**config.mk**
```make
export PLATFORM = sky130hd
export DESIGN_NAME = pwm_brm_gen
export DESIGN_NICKNAME = d
export VERILOG_FILES = /design/src/rtl/pwm_brm_pkg.sv /design/src/rtl/pwm_brm_timebase.sv /design/src/rtl/pwm_brm_regs.sv /design/src/rtl/pwm_brm_decode.sv /design/src/rtl/pwm_brm_gen.sv
export SDC_FILE = /design/constraint.sdc
export NUM_CORES = 1
export LEC_CHECK = 0
export ABC_AREA = 1
export BUFFER_PORTS_ARGS = -buffer_cell sky130_fd_sc_hd__clkbuf_2
export CAP_MARGIN = 20
export CORE_MARGIN = 2
export CORE_UTILIZATION = 50
export CTS_CLUSTER_DIAMETER = 150
export CTS_CLUSTER_SIZE = 8
export DETAILED_ROUTE_END_ITERATION = 7
export HOLD_SLACK_MARGIN = 0.03
export PLACE_DENSITY_LB_ADDON = 0.12
export SLEW_MARGIN = 20
export SYNTH_ARGS = -nofsm -noshare
export SYNTH_HDL_FRONTEND = slang
export SYNTH_HIERARCHICAL = 1
export SYNTH_SLANG_ARGS = --single-unit
```
**constraint.sdc**
```tcl
create_clock -name clk -period 3.1 [get_ports clk]
set_input_delay 0.775 -clock clk [delete_from_list [all_inputs] [get_ports clk]]
set_output_delay 0.775 -clock clk [all_outputs]
set_load 0.02 [all_outputs]
```
**src/rtl/pwm_brm_pkg.sv**
```systemverilog
package pwm_brm_pkg;
  // default geometry: 2**6 clocks per period, 2**4 periods per frame
  localparam int unsigned DEF_POS_W = 6;
  localparam int unsigned DEF_FRM_W = 4;
endpackage

```
**src/rtl/pwm_brm_timebase.sv**
```systemverilog
module pwm_brm_timebase #(
  parameter int unsigned POS_W = 6,
  parameter int unsigned FRM_W = 4
) (
  input  logic             clk,
  input  logic             rst,
  output logic [POS_W-1:0] pos,
  output logic [FRM_W-1:0] frm,
  output logic             frame_last
);
  localparam logic [POS_W-1:0] POS_MAX = {POS_W{1'b1}};
  localparam logic [FRM_W-1:0] FRM_MAX = {FRM_W{1'b1}};

  logic pos_wrap;
  assign pos_wrap   = (pos == POS_MAX);
  assign frame_last = pos_wrap && (frm == FRM_MAX);

  always_ff @(posedge clk) begin
    if (rst) begin
      pos <= '0;
      frm <= '0;
    end else begin
      pos <= pos + 1'b1;
      if (pos_wrap) frm <= frm + 1'b1;
    end
  end


  pos_wrap_chk: assert property (@(posedge clk) disable iff (rst)
    (pos == POS_MAX) |=> (pos == '0));

  frm_hold_chk: assert property (@(posedge clk) disable iff (rst)
    (pos != POS_MAX) |=> $stable(frm));
endmodule

```
**src/rtl/pwm_brm_regs.sv**
```systemverilog
module pwm_brm_regs #(
  parameter int unsigned POS_W = 6,
  parameter int unsigned FRM_W = 4
) (
  input  logic             clk,
  input  logic             rst,
  input  logic             duty_we,
  input  logic [POS_W-1:0] duty_wdata,
  input  logic             mult_we,
  input  logic [FRM_W-1:0] mult_wdata,
  input  logic             pol_we,
  input  logic             pol_wdata,
  input  logic             load,
  output logic [POS_W-1:0] duty_q,
  output logic [FRM_W-1:0] mult_q,
  output logic             pol_q
);
  logic [POS_W-1:0] duty_sh;
  logic [FRM_W-1:0] mult_sh;
  logic             pol_sh;

  // shadow side
  always_ff @(posedge clk) begin
    if (rst) begin
      duty_sh <= '0;
      mult_sh <= '0;
      pol_sh  <= 1'b0;
    end else begin
      if (duty_we) duty_sh <= duty_wdata;
      if (mult_we) mult_sh <= mult_wdata;
      if (pol_we)  pol_sh  <= pol_wdata;
    end
  end

  // working side, refreshed only at the frame boundary
  always_ff @(posedge clk) begin
    if (rst) begin
      duty_q <= '0;
      mult_q <= '0;
      pol_q  <= 1'b0;
    end else if (load) begin
      duty_q <= duty_sh;
      mult_q <= mult_sh;
      pol_q  <= pol_sh;
    end
  end


  work_hold_chk: assert property (@(posedge clk) disable iff (rst)
    !load |=> ($stable(duty_q) && $stable(mult_q) && $stable(pol_q)));

  work_take_chk: assert property (@(posedge clk) disable iff (rst)
    load |=> (duty_q == $past(duty_sh) && mult_q == $past(mult_sh)));
endmodule

```
**src/rtl/pwm_brm_decode.sv**
```systemverilog
module pwm_brm_decode #(
  parameter int unsigned FRM_W = 4
) (
  input  logic [FRM_W-1:0] frm,
  input  logic [FRM_W-1:0] mult,
  output logic             stretch
);
  // The lowest set bit of the frame index picks the multiplier bit:
  // bit i lowest -> mult[FRM_W-1-i]; index 0 selects nothing.
  logic [FRM_W-1:0] pick;

  for (genvar i = 0; i < FRM_W; i++) begin : g_pick
    if (i == 0) begin : g_lsb
      assign pick[i] = frm[0];
    end else begin : g_up
      assign pick[i] = frm[i] && (frm[i-1:0] == '0);
    end
  end

  always_comb begin
    stretch = 1'b0;
    for (int i = 0; i < FRM_W; i++) begin
      if (pick[i] && mult[FRM_W-1-i]) stretch = 1'b1;
    end
  end


  pick_onehot_chk: assert final ($onehot0(pick));

  no_stretch_p0_chk: assert final (!(frm == '0 && stretch));
endmodule

```
**src/rtl/pwm_brm_gen.sv**
```systemverilog
module pwm_brm_gen
  import pwm_brm_pkg::*;
#(
  parameter int unsigned POS_W = DEF_POS_W,
  parameter int unsigned FRM_W = DEF_FRM_W
) (
  input  logic             clk,
  input  logic             rst,
  input  logic             duty_we,
  input  logic [POS_W-1:0] duty_wdata,
  input  logic             mult_we,
  input  logic [FRM_W-1:0] mult_wdata,
  input  logic             pol_we,
  input  logic             pol_wdata,
  output logic             pwm_out
);
  localparam int unsigned CMP_W = POS_W + 1;

  logic [POS_W-1:0] pos;
  logic [FRM_W-1:0] frm;
  logic             frame_last;
  logic [POS_W-1:0] duty_q;
  logic [FRM_W-1:0] mult_q;
  logic             pol_q;
  logic             stretch;
  logic [CMP_W-1:0] high_len;
  logic             active;

  pwm_brm_timebase #(.POS_W(POS_W), .FRM_W(FRM_W)) u_tb (
    .clk(clk), .rst(rst), .pos(pos), .frm(frm), .frame_last(frame_last)
  );

  pwm_brm_regs #(.POS_W(POS_W), .FRM_W(FRM_W)) u_regs (
    .clk(clk), .rst(rst),
    .duty_we(duty_we), .duty_wdata(duty_wdata),
    .mult_we(mult_we), .mult_wdata(mult_wdata),
    .pol_we(pol_we), .pol_wdata(pol_wdata),
    .load(frame_last),
    .duty_q(duty_q), .mult_q(mult_q), .pol_q(pol_q)
  );

  pwm_brm_decode #(.FRM_W(FRM_W)) u_dec (
    .frm(frm), .mult(mult_q), .stretch(stretch)
  );

  // the extra clock sits at the front: positions 0..duty instead of 0..duty-1
  assign high_len = {1'b0, duty_q} + {{POS_W{1'b0}}, stretch};
  assign active   = ({1'b0, pos} < high_len);
  assign pwm_out  = active ^ pol_q;


  rst_low_chk: assert property (@(posedge clk) rst |=> !pwm_out);

  pol_steady_chk: assert property (@(posedge clk) disable iff (rst)
    !frame_last |=> $stable(pol_q));
endmodule

```
# After elaboration in Yosys (flattened, before gate mapping)
# Index checks and enable logic that the tools add are counted.
# totals
register_bits,32
out_inout_bits,1
inputBits,16
elab_cells,30
# classes
bitwise,2
n_reduce_logical,10
eq_ne,2
add_sub_neg,3
mux,4
order_cmp,1
# ops
operator,count
1-bit logical AND,8
6-bit by 1-bit adder with 7-bit output,1
6-bit by 7-bit less-than comparator with 1-bit output,1
6-bit by 1-bit adder with 6-bit output (second input constant),1
6-bit equality test (second input constant),1
4-bit by 1-bit adder with 4-bit output (second input constant),1
4-bit equality test (second input constant),1
1-bit two-way mux,4
3-bit zero test,1
2-bit zero test,1
1-bit NOT,1
1-bit XOR,1

# Longest topological paths before layout
# depth
depth_word,9
depth_mapped,17
mapped_depth_nobuf,17

# Cells and area by module
# The synthesis kept the hierarchy.
# modules_own_cells
module,area_each_um2,instances,cells_each
pwm_brm_regs,909.6,1,139
pwm_brm_timebase,449.2,1,56
pwm_brm_gen,262.8,1,40
pwm_brm_decode,56.3,1,14

# Least setup slack after synthesis
# Ideal clock, no wire load.
# synth_timing
path_kind,reg2out
startpoint,register u_tb.frm[0]
endpoint,output pwm_out
path_stages_with_launch,17
required_ps,2325
arrival_time_ps,2004
setup_slack_ps,321
cell_sequence,dfxtp_1 -> inv_1 -> nand2_1 -> nand2_1 -> nand2_1 -> nand2_1 -> ha_1 -> ha_1 -> nand2_1 -> nor2_2 -> xnor2_1 -> ha_1 -> and3_1 -> nand3_2 -> nand2_1 -> nand2_1 -> nand2_1
# synth_between
elab_chain_len,9
elab_cells_between_ends,17
# synth_lines
item,line,rtl
from (decl),pwm_brm_timebase.sv:8,"output logic [FRM_W-1:0] frm,"
from (signal assigned),pwm_brm_timebase.sv:24,if (pos_wrap) frm <= frm + 1'b1;
1-bit NOT,pwm_brm_decode.sv:16,assign pick[i] = frm[i] && (frm[i-1:0] == '0);
1-bit logical AND,pwm_brm_decode.sv:16,
1-bit logical AND,pwm_brm_decode.sv:23,if (pick[i] && mult[FRM_W-1-i]) stretch = 1'b1;
1-bit two-way mux (2 in a row),pwm_brm_decode.sv:23,
1-bit two-way mux *,pwm_brm_decode.sv:23,
via stretch,pwm_brm_gen.sv:25,logic stretch;
6-bit by 1-bit adder with 7-bit output *,pwm_brm_gen.sv:47,"assign high_len = {1'b0, duty_q} + {{POS_W{1'b0}}, stretch};"
6-bit by 7-bit less-than comparator with 1-bit output *,pwm_brm_gen.sv:48,"assign active = ({1'b0, pos} < high_len);"
1-bit XOR *,pwm_brm_gen.sv:49,assign pwm_out = active ^ pol_q;
to (decl),pwm_brm_gen.sv:15,output logic pwm_out
# The timed path passes the listed nets; every way through them passes the cells marked *.

# Worst setup path after layout
# Ends and elaborated chain as after synthesis.

==> reports/results.ini <==
[timing]
rsz0062_at_grt=yes
worst_pin_slew_ps=356.9
finalHoldViolCount=0
final.setup_skew_ps=7.834
timing.fmax_mhz=311.3
setup_viol=1
drv_slew=0
finalCritPeriodShare_pct=103.6
maxSlewHeadroom_pct=76.17
setup_slack_ps=-112.8
fin_crit_ps=3213

[hold_path]
hold_path_class=flop to flop

[logic_synthesis]
syn_area_sq_mm=0.001678
synthDistinctLibCells=22
ys_seq_elements=32
synthTopCellsByArea=dfxtp_1 (38%), nand2_1 (16%), nor2_1 (12%)
syn_nets=275
syn_avg_cell_area_sq_um=6.738
synth_top_area_share_pct=38.18
synth_area_leader_cell=dfxtp_1
synthCells=249
yosysWarnings=6
yosysSeqAreaShare_pct=38.18

[power_and_ir_drop]
power_density_mw_per_mm2=407.5
p_leak_nw=0.9838
ir_worst_vdd_v=0.0002292

[floorplanning]
die_w_um=61.93
die_height_um=61.93
ios=17
initial_core_util_pct=51.09
core_sq_mm=0.003284
rows=21
dieArea_sq_mm=0.003835

[worst_setup_path]
endpoint_kind=output port
cp_data_required_time_ps=2320
arrival_ps=2440
cp_max_fo=4
critPathLaunchType=flop
path_class=flop to output port

[cts]
clkSinkCount=32
clock_latency_ps=340
tritoncts=yes
ctsHoldBuffers=0
clkSlewWorstSetupHoldPaths_ps=100
htreeDepth=2
numCtsBuffers=5
clk_path_buf_depth=2
root_buffer=clkbuf_4

[routing]
first_pass_iters=4
vias=1428
drc=0
postRouteWirelength_um=3039
routedWlPerCell_um=9.409
ant_nets=0
drtIter0Drc=48
viasPerCell=4.421

[global_route]
grt_max_degree=23
antenna_found_initial=0
grt_use_total_pct=17.52
grt_pass1_vias=1148
grt_pass1_wl_um=4857
grt_overflow_total=0

[finish]
multi_input_area_sq_um=920.9
diodes=0
utilization_pct=61.68
fill_cells=326
seqCellArea_sq_um=656.9
area.growth.synth_to_final_pct=20.73
drive_above_1_share_pct=22.38
fin_nets=302
final_cell_mix=nand2_1 (69), nor2_1 (54), inv_1 (37)
final_common_cell=nand2_1

[place]
gp_congestion=0.8400
dp_hpwl_um=1888
place_ws_ps=132.4
portBuffers=16

[outcome]
status=finished with violations
violations=setup timing

[job]
drv_cap=0

-- critical path, cell delays in order, from the launching register on --
cell and delay [ps]:
dfxtp_4 380, nor2_4 110, inv_1 60, nand2_2 70, nand2_4 70, ha_4 160
ha_4 150, xnor2_1 120, ha_1 310, nand2_1 70, inv_1 70, nand2_1 50
nand2_1 90, nand3_2 90, nand2_1 60, nand2_1 40, nand2_1 70, clkbuf_8 140
-- flip-flops by register name, indices dropped and copies added, names as in the netlist --
register        count
u_regs/duty_q       6
u_regs/duty_sh      6
u_regs/mult_q       4
u_regs/mult_sh      4
u_regs/pol_q        1
u_regs/pol_sh       1
u_tb/frm            4
u_tb/pos            6
-- routing by layer --
layer | global-route usage (%) | vias to the layer above | part of all wire, %
li1 | - | 799 | -
met1 | 22.12 | 605 | 47
met2 | 26.62 | 22 | 48
met3 | 5.590 | 2 | 4.1
met4 | 9.422 | 0 | 0.82
met5 | 0 | - | 0
-- worst paths after layout --
check / slack (ps) / from / end / cells after the start
worst min register to register: 470 / u_regs/mult_q[3]$_SDFFE_PP0P_ / u_regs/mult_q[3]$_SDFFE_PP0P_ / 2
worst max register to register: 1510 / u_tb/frm[0]$_SDFFE_PP0N_ / u_regs/pol_q$_SDFFE_PP0P_ / 9
worst max-delay path: -110 / u_tb/frm[0]$_SDFFE_PP0N_ / pwm_out / 17
worst min-delay path: 470 / u_regs/mult_q[3]$_SDFFE_PP0P_ / u_regs/mult_q[3]$_SDFFE_PP0P_ / 2
-- power breakdown --
part	leakage (nW)	internal, W	switching [W]
Sequential	0.265	0.000421	0.00000849
Combinational	0.678	0.0000334	0.0000418
Clock	0.0412	0.000168	0.000153
Total	0.984	0.000622	0.000203
-- synth_stat cells, drive strengths merged --
| cell | count |
|---|---|
| nand2 | 75 |
| nor2 | 58 |
| inv | 39 |
| dfxtp | 32 |
| ha | 10 |
| nand3 | 10 |
| a21oi | 7 |
| buf | 5 |
| o21ai | 4 |
| xnor2 | 3 |
| nor3 | 2 |
| xor2 | 2 |
| and3 | 1 |
| clkbuf | 1 |
-- area by class of cell --
class	count	area share, %
Clock buffer	5	1.853
Tap cell	46	2.841
Sequential cell	32	32.43
Timing Repair Buffer	26	8.091
Inverter	39	7.227
Multi-Input combinational cell	172	45.46
Clock inverter	3	2.100
-- per-stage QoR --
stage          hold slack [ps]  std cells  TNS, ps  instance area (sq um)  power [W]
2_1_floorplan            429.6        249        0                   1678  0.0004927
3_3_place_gp             447.9        306        0                   1778  0.0005096
3_5_place_dp             454.2        306        0                   1778  0.0005103
4_1_cts                  477.7        320   -128.1                   1967  0.0008334
5_1_grt                  499.6        323   -315.9                   2026  0.0008786
6_report                 472.7        323   -112.8                   2026  0.0008254
-- cell families after synthesis --
kind of cell	Yosys count	share of synthesized area, %
compound gates	11	3.280
fa+ha+maj	10	7.457
simple gates	146	36.76
buf+inv	45	11.71
xor+xnor	5	2.610
flops	32	38.18
-- repair_timing --
action,CTS,global route
gates cloned,0,0
resized for setup,17,10
hold endpoints to repair,0,0
setup endpoints to repair,1,1
buffers inserted,6,3
pin swaps,13,17
(Power assumes the default switching activity.)
